==> src/rtl/cmp_pkg.sv <==
package cmp_pkg;
  parameter int CmpWidth = 4;
  localparam int MsbIdx = CmpWidth - 1;

  typedef logic [CmpWidth-1:0] operand_t;

  // Strobes from the datapath to the ordering control
  typedef struct packed {
    operand_t diff;
    logic     carryIntoMsb;
    logic     carryOut;
    logic     signA;
    logic     signB;
  } subResult_t;

  typedef struct packed {
    logic gt;
    logic eq;
    logic lt;
    logic ovf;
  } orderFlags_t;
endpackage

==> src/rtl/fullAdderCell.sv <==
module fullAdderCell (
  input  logic inA,
  input  logic inB,
  input  logic carryIn,
  output logic sum,
  output logic carryOut
);
  always_comb begin
    sum      = inA ^ inB ^ carryIn;
    carryOut = (inA & inB) | (carryIn & (inA ^ inB));
  end
endmodule

==> src/rtl/subDatapath.sv <==
module subDatapath
  import cmp_pkg::*;
(
  input  operand_t   opA,
  input  operand_t   opB,
  output subResult_t result
);
  operand_t              bInv;
  operand_t              sumBits;
  logic [CmpWidth:0]     carryChain;

  assign bInv          = ~opB;
  assign carryChain[0] = 1'b1;  // subtract: +1 completes the two's complement

  for (genvar i = 0; i < CmpWidth; i++) begin : g_ripple
    fullAdderCell u_cell (
      .inA      (opA[i]),
      .inB      (bInv[i]),
      .carryIn  (carryChain[i]),
      .sum      (sumBits[i]),
      .carryOut (carryChain[i+1])
    );
  end

  always_comb begin
    result.diff         = sumBits;
    result.carryIntoMsb = carryChain[MsbIdx];
    result.carryOut     = carryChain[CmpWidth];
    result.signA        = opA[MsbIdx];
    result.signB        = opB[MsbIdx];
  end
endmodule

==> src/rtl/orderControl.sv <==
module orderControl
  import cmp_pkg::*;
(
  input  subResult_t  result,
  output orderFlags_t flags
);
  logic diffMsb;
  logic signsDiffer;

  always_comb begin
    diffMsb     = result.diff[MsbIdx];
    signsDiffer = result.signA ^ result.signB;
    flags.ovf   = signsDiffer & (diffMsb ^ result.signA);
    flags.eq    = ~|result.diff;
    flags.lt    = diffMsb ^ flags.ovf;
    flags.gt    = ~(flags.lt | flags.eq);
  end

  // Overflow from operand signs must agree with the carry-chain view
  always_comb begin
    p_ovf_carry_r2: assert (flags.ovf == (result.carryIntoMsb ^ result.carryOut))
      else $error("R2 overflow disagrees with carry chain");
    p_eq_not_lt_r6: assert (!(flags.eq && flags.lt))
      else $error("R6 equal and less both high");
  end
endmodule

==> src/rtl/signedSubCompare.sv <==
module signedSubCompare
  import cmp_pkg::*;
(
  input  logic [3:0] opA,
  input  logic [3:0] opB,
  output logic       isGreater,
  output logic       isEqual,
  output logic       isLess,
  output logic [3:0] diffOut,
  output logic       ovfFlag
);
  subResult_t  subRes;
  orderFlags_t flags;

  subDatapath u_datapath (
    .opA    (opA),
    .opB    (opB),
    .result (subRes)
  );

  orderControl u_control (
    .result (subRes),
    .flags  (flags)
  );

  assign isGreater = flags.gt;
  assign isEqual   = flags.eq;
  assign isLess    = flags.lt;
  assign diffOut   = subRes.diff;
  assign ovfFlag   = flags.ovf;

  always_comb begin
    p_diff_wrap_r1: assert (diffOut == 4'(opA - opB))
      else $error("R1 difference wrong");
    p_equal_r3: assert (isEqual == (opA == opB))
      else $error("R3 equality wrong");
    p_less_r4: assert (isLess == ($signed(opA) < $signed(opB)))
      else $error("R4 less wrong");
    p_greater_r5: assert (isGreater == ($signed(opA) > $signed(opB)))
      else $error("R5 greater wrong");
    p_one_hot_r6: assert ($onehot({isGreater, isEqual, isLess}))
      else $error("R6 flags not one-hot");
  end
endmodule

==> config.mk <==
export PLATFORM = sky130hd
export DESIGN_NAME = signedSubCompare
export DESIGN_NICKNAME = d
export VERILOG_FILES = /design/src/rtl/cmp_pkg.sv /design/src/rtl/fullAdderCell.sv /design/src/rtl/subDatapath.sv /design/src/rtl/orderControl.sv /design/src/rtl/signedSubCompare.sv
export SDC_FILE = /design/constraint.sdc
export NUM_CORES = 1
export LEC_CHECK = 0
export ABC_CLOCK_PERIOD_IN_PS = 3770
export BUFFER_PORTS_ARGS = -buffer_cell sky130_fd_sc_hd__buf_4
export CORE_AREA = 2 2 39 41
export DETAILED_ROUTE_END_ITERATION = 7
export DIE_AREA = 0 0 41 43
export PLACE_DENSITY = 0.41
export SYNTH_ARGS = -nofsm -noshare
export SYNTH_HDL_FRONTEND = slang
export SYNTH_SLANG_ARGS = --single-unit
==> constraint.sdc <==
create_clock -name vclk -period 3.77
set_input_delay 0.377 -clock vclk [all_inputs]
set_output_delay 0.377 -clock vclk [all_outputs]
set_load 0.005 [all_outputs]
==> run_results.csv, run 1 <==
group,metric,value,unit
die,ios,16,
global_route,top_usage_layer,"met1",
setup_path,required,3390,ps
layout,fin_nets,47,
layout,utilization,0.200,
power_and_ir_drop,p_int,27.9,uW
setup_path,crit_arrival,2400,ps
power_and_ir_drop,p_sw,17.9,uW
power_and_ir_drop,seqPwrFrac,0,
power_and_ir_drop,comb_power_share,1.000,
global_route,grt_start_max_net_pins,5,
global_route,grtUsageMet1,0.0740,
logic_synthesis,avgSynthCellArea,7.92,sq um
sta,worst_slew_pin_slew,141,ps
power_and_ir_drop,powerDensity,166,nW/um^2
setup_path,startpoint_type,"primary input",
routing,drc,0,
sta,maxSlewHeadroom,0.906,
place,dpl_worst_slack,964,ps
layout,seq_cell_count,0,
layout,mostFrequentLayoutCell,"buf_4",
hold_path,hold_depth,3,
place,gp_congestion,0.548,
run,drv_cap,0,
layout,nClkBuffers,0,
routing,viasPerCell,3.24,
hold_path,min_path_type,"primary input to primary output",
sta,timing.final.crit_share,0.737,
layout,final_cell_area,277,sq um
cts,postCtsHoldBufs,0,
sta,timing.final.ws_setup,992,ps
routing,drt_iter0_drc,1,
sta,max_freq,360,MHz
routing,detail_route.wl_per_cell,6.84,um
die,dieArea,1760,sq um
logic_synthesis,synthesis.nets,33,
global_route,gr-usage-met2,0.0531,
global_route,grt_pass1_wl,531,um
power_and_ir_drop,clockPowerShare,0,
hold_path,min_to,"ovfFlag",
global_route,antenna_found_initial,0,
layout,drive_gt1_frac,0.545,
global_route,grt_pass1_vias,133,
routing,antenna_left,0,
routing,drt-pass1-iter-count,3,
die,rows,14,
layout,seq_area,0,sq um
global_route,grt_use_total,0.0402,
logic_synthesis,synthCells,21,
die,coreArea,1380,sq um
layout,syn_to_final_growth,66.2,%
routing,drt-total-wl,335,um
global_route,met3_usage,0,
sta,setup_viol,0,
logic_synthesis,ys_seq_area_frac,0,
sta,drv_slew,0,
logic_synthesis,netlist_area,166,sq um
setup_path,worst-path-max-fanout,4,
place,place_hpwl,332,um
place,dpl_cell_area,277,sq um
sta,hold_viol_final,0,
outcome,run_status,"finished clean",
die,die_y,43,um
die,start_util,0.120,
logic_synthesis,yosysUniqueCellTypes,9,
hold_path,worst_hold_startpoint,"opB[3]",
sta,fin_setup_tns,0,ps
cts,cts_setup_buffers,0,
cts,cts_resized,0,
power_and_ir_drop,ir_worst_vdd,0.0429,mV
die,die_x,41,um
global_route,overflow,0,
sta,rsz0062_at_grt,"false",
power_and_ir_drop,p_leak,0.163,nW
sta,finalCriticalPeriod,2780,ps
place,numPortBuffers,16,
setup_path,cp-end-kind,"primary output",
layout,final_cell_mix,"buf_4 (16), inv_1 (8), fa_1 (3)",
setup_path,worstSetupPathType,"primary input to primary output",
routing,vias,159,
logic_synthesis,synth_warnings,0,
layout,diodes,0,
power_and_ir_drop,switching_share,0.392,
layout,nFillCells,155,
## worst max-delay path, stage by stage
cell and delay (ps):
buf_4 80, inv_1 30, ha_1 190, fa_1 380, fa_1 390, fa_1 560, and4_4 240, nor2_2 30
buf_4 130
## worst max-delay path by stage
stage / from / to / depth (start not counted) / slack, ps
floorplan: opA[0] / isGreater / 7 / 1250
global placement: opA[0] / isGreater / 9 / 960
detailed placement: opA[0] / isGreater / 9 / 960
CTS: opA[0] / isGreater / 9 / 960
global route: opA[0] / isGreater / 9 / 880
finish: opA[0] / isGreater / 9 / 990
## layer usage
metal | vias up | share of wire
li1 | 80 | -
met1 | 69 | 0.46
met2 | 10 | 0.44
met3 | 0 | 0.099
met4 | 0 | 0
met5 | - | 0
## area by class of cell
cell class	instances	area, sq um	area share
Inverter	8	30.0	0.109
Tap cell	16	20.0	0.0724
Multi-Input combinational cell	9	106	0.385
Timing Repair Buffer	16	120	0.434
## power by group through the flow
stage	logic, mW	clock network, mW	registers [mW]
final	0.0458	0	0
after global routing	0.0518	0	0
after CTS	0.0471	0	0
after detailed placement	0.0470	0	0
after global placement	0.0469	0	0
after floorplan	0.0287	0	0
## cell usage after synthesis, drive strengths merged
cell    n  area share
nor2    1       0.038
nand2b  1       0.038
and4    1       0.068
o22ai   1       0.038
fa      3        0.36
buf     4        0.18
ha      1       0.075
nand2   1       0.023
inv     8        0.18
## kinds of logic (layout without fill, tap and decap cells)
group,after synthesis,count (layout),synth area share
adders and majority gates,4,4,0.436
AOI/OAI and AO/OA,1,1,0.0376
and+or+nand+nor,4,4,0.165
buffers and inverters,12,24,0.361
## metrics by stage
stage                     cells  hold slack [ps]  total power [mW]
after floorplan              21              807            0.0287
after global placement       49             1030            0.0469
after detailed placement     49             1030            0.0470
after CTS                    49             1030            0.0471
after global routing         49             1070            0.0518
final                        49             1030            0.0458
No activity file was read; power rests on OpenSTA's default activity.
==> run 2, diff against run 1 <==
- ABC_CLOCK_PERIOD_IN_PS: 3770 -> 2800
- clock period: 3.77 -> 2.8 ns (I/O delays scaled with it)
==> run 2 against run 1 <==
Global-route usage shrank 0.20 points. Wire length decreased by 1.2%. Non-clock buffer count did not move. Power is 34% higher. Combinational power grew 34%. Via count down 1.3%. Critical path type unchanged. Largest power group unchanged.
==> run_results.csv, run 2 (synthesized netlist as in run 1, its figures left out) <==
group,metric,value,unit
outcome,run_status,"finished clean",
place,dpl_worst_slack,186,ps
sta,timing.final.ws_setup,210,ps
power_and_ir_drop,powerDensity,222,nW/um^2
place,numPortBuffers,16,
routing,drc,0,
setup_path,cp-end-kind,"primary output",
global_route,grt_pass1_vias,128,
routing,antenna_left,0,
sta,drv_slew,0,
global_route,antenna_found_initial,0,
routing,viasPerCell,3.20,
layout,fin_nets,47,
hold_path,min_to,"ovfFlag",
layout,final_cell_mix,"buf_4 (16), inv_1 (8), fa_1 (3)",
routing,drt-pass1-iter-count,1,
die,ios,16,
sta,hold_ws,832,ps
layout,seq_cell_count,0,
setup_path,worstSetupPathType,"primary input to primary output",
sta,fin_setup_tns,0,ps
cts,postCtsHoldBufs,0,
hold_path,hold_depth,3,
layout,mostFrequentLayoutCell,"buf_4",
power_and_ir_drop,p_leak,0.163,nW
power_and_ir_drop,ir_worst_vdd,0.0571,mV
place,dp_cells,49,
sta,setup_viol,0,
sta,max_freq,386,MHz
layout,final_cell_area,277,sq um
setup_path,crit_arrival,2310,ps
die,die_x,41,um
setup_path,required,2520,ps
layout,seq_area,0,sq um
setup_path,startpoint_type,"primary input",
power_and_ir_drop,total_power,61.4,uW
sta,maxSlewHeadroom,0.905,
hold_path,worst_hold_startpoint,"opB[3]",
global_route,grt_use_total,0.0382,
cts,cts_resized,0,
setup_path,worst-path-max-fanout,4,
routing,vias,157,
die,dieArea,1760,sq um
layout,nClkBuffers,0,
sta,worst_slew_pin_slew,143,ps
sta,hold_viol_final,0,
sta,rsz0062_at_grt,"false",
routing,drt_iter0_drc,0,
place,dpl_cell_area,277,sq um
layout,diodes,0,
sta,timing.final.crit_share,0.925,
layout,stdcell_count,49,
place,gp_congestion,0.550,
layout,drive_gt1_frac,0.545,
die,start_util,0.120,
layout,utilization,0.200,
global_route,overflow,0,
global_route,grt_start_max_net_pins,5,
routing,drt-total-wl,331,um
sta,finalCriticalPeriod,2590,ps
global_route,grt_pass1_wl,503,um
die,coreArea,1380,sq um
cts,cts_setup_buffers,0,
layout,syn_to_final_growth,66.2,%
run,drv_cap,0,
die,rows,14,
die,die_y,43,um
hold_path,min_path_type,"primary input to primary output",
routing,detail_route.wl_per_cell,6.76,um
## run 2: cell counts in the layout (fill, tap and decap cells not counted)
No cell type changed its count.
## run 2: worst max-delay path: stages
cell and delay [ps]:
buf_4 70, inv_1 30, ha_1 190, fa_1 380, fa_1 380, fa_1 560
and4_4 250, nor2_2 30, buf_4 120
## run 2: per-layer routing
metal,wire (um),GRT usage
met1,138,0.0613
met2,146,0.0594
met3,46,0
met4,0,0
met5,0,0
## run 2: layout make-up
type | count | area, sq um
fill | 159 | 1110
timing repair buffer | 16 | 120
multi-input combinational | 9 | 106
inverter | 8 | 30.0
tap | 16 | 20.0
## run 2: how the worst max path moves through the flow
stage	start	slack, ps	endpoint
2_1_floorplan	opA[0]	480	isGreater
3_3_place_gp	opA[0]	190	isGreater
3_5_place_dp	opA[0]	190	isGreater
4_1_cts	opA[0]	190	isGreater
5_1_grt	opA[0]	100	isGreater
6_report	opA[0]	210	isGreater
## run 2: power breakdown
part | switching, mW | total (mW) | internal [mW]
Sequential | 0 | 0 | 0
Combinational | 0.0240 | 0.0614 | 0.0375
Clock | 0 | 0 | 0
Total | 0.0240 | 0.0614 | 0.0375
==> run 3, diff against run 2 <==
- CAP_MARGIN: not set -> 20
- CORE_AREA: 2 2 39 41 -> 3 3 40 42
- DIE_AREA: 0 0 41 43 -> 0 0 43 45
==> run 3 against run 2 <==
Cell count down 2.0%. Critical path depth unchanged. Via count up 0.64%. Die area up 9.8%. Fmax down 0.15%. Critical path type unchanged.
==> run_results.csv, run 3 (synthesized netlist as in run 1, its figures left out) <==
group,metric,value,unit
layout,seq_cell_count,0,
die,die_x,43,um
hold_path,min_path_type,"primary input to primary output",
layout,syn_to_final_growth,65.4,%
sta,worst_slew_pin_slew,139,ps
layout,nClkBuffers,0,
routing,vias,158,
layout,drive_gt1_frac,0.545,
layout,utilization,0.214,
layout,multi_input_area,106,sq um
setup_path,worst-path-max-fanout,4,
routing,drt-pass1-iter-count,1,
sta,timing.final.crit_share,0.926,
routing,viasPerCell,3.29,
hold_path,min_to,"ovfFlag",
layout,nFillCells,147,
power_and_ir_drop,p_leak,0.163,nW
setup_path,cpMostUsedCell,"fa_1",
setup_path,slowest_delay,560,ps
layout,mostFrequentLayoutCell,"buf_4",
hold_path,hold_depth,3,
die,ios,16,
place,gp_congestion,0.617,
global_route,grt_pass1_vias,169,
die,start_util,0.130,
die,die_y,45,um
die,dieArea,1940,sq um
cts,cts_setup_buffers,0,
global_route,antenna_found_initial,0,
routing,detail_route.wl_per_cell,8.13,um
layout,fin_nets,47,
setup_path,crit_buf_inv,3,
setup_path,startpoint_type,"primary input",
routing,antenna_left,0,
sta,hold_viol_final,0,
layout,seq_area,0,sq um
power_and_ir_drop,powerDensity,225,nW/um^2
sta,maxSlewHeadroom,0.907,
cts,postCtsHoldBufs,0,
setup_path,cpMaxStageDelayCell,"fa_1",
setup_path,cpLargestDelayFamily,"adder cells",
global_route,grt_start_max_net_pins,5,
global_route,grt_use_total,0.0450,
power_and_ir_drop,ir_worst_vdd,0.0611,mV
die,rows,13,
routing,drt_iter0_drc,0,
layout,final_cell_mix,"buf_4 (16), inv_1 (8), fa_1 (3)",
sta,setup_viol,0,
place,numPortBuffers,16,
cts,cts_resized,0,
setup_path,cp-end-kind,"primary output",
routing,drc,0,
sta,max_freq,386,MHz
run,drv_cap,0,
setup_path,worstSetupPathType,"primary input to primary output",
hold_path,worst_hold_startpoint,"opB[3]",
setup_path,worstPathCellList,"buf_4 -> inv_1 -> ha_1 -> fa_1 -> fa_1 -> fa_1 -> and4_4 -> nor2_2 -> buf_4",
power_and_ir_drop,total_power,61.8,uW
sta,finalCriticalPeriod,2590,ps
routing,drt-total-wl,390,um
die,coreArea,1280,sq um
global_route,overflow,0,
place,place_hpwl,386,um
outcome,run_status,"finished clean",
layout,diodes,0,
sta,rsz0062_at_grt,"false",
setup_path,required,2520,ps
sta,fin_setup_tns,0,ps
setup_path,crit_arrival,2310,ps
global_route,grt_pass1_wl,696,um
sta,drv_slew,0,
-- run 3: cell counts in the layout (fill, tap and decap cells not counted) --
Identical to the previous run, type by type.
-- run 3: per-layer routing --
| layer | share of wire | track usage | vias to the layer above |
|---|---|---|---|
| met5 | 0 | 0 | - |
| met4 | 0 | 0 | 0 |
| met3 | 0.18 | 0.0199 | 0 |
| met2 | 0.48 | 0.0838 | 10 |
| met1 | 0.33 | 0.0508 | 68 |
| li1 | - | - | 80 |
-- run 3: layout make-up --
type,instances,share of cell area
Multi-Input combinational cell,9,0.386
Inverter,8,0.109
Tap cell,15,0.0682
Timing Repair Buffer,16,0.436
-- run 3: through the flow --
stage	cells	hold slack, ps	worst slack, ps	instance area, sq um
after floorplan	21	613	479	166
after global placement	48	834	193	275
after detailed placement	48	839	167	275
after CTS	48	838	162	275
after global routing	48	851	92.1	275
final	48	835	206	275
-- run 3: tightest hold or removal path: stages --
cell     delay (ps)
buf_4            90
o22ai_1          60
buf_4           130
-- run 3: worst max-delay path by stage --
| stage | slack [ps] | cells past startpoint | start | endpoint |
|---|---|---|---|---|
| finish | 210 | 9 | opA[0] | isGreater |
| CTS | 160 | 9 | opA[0] | isGreater |
| floorplan | 480 | 7 | opA[0] | isGreater |
| global route | 90 | 9 | opA[0] | isGreater |
| detailed placement | 170 | 9 | opA[0] | isGreater |
| global placement | 190 | 9 | opA[0] | isGreater |
-- run 3: report_power, final --
group          switching [mW]  total [mW]  internal (mW)
combinational          0.0242      0.0618         0.0376
sequential                  0           0              0
clock                       0           0              0
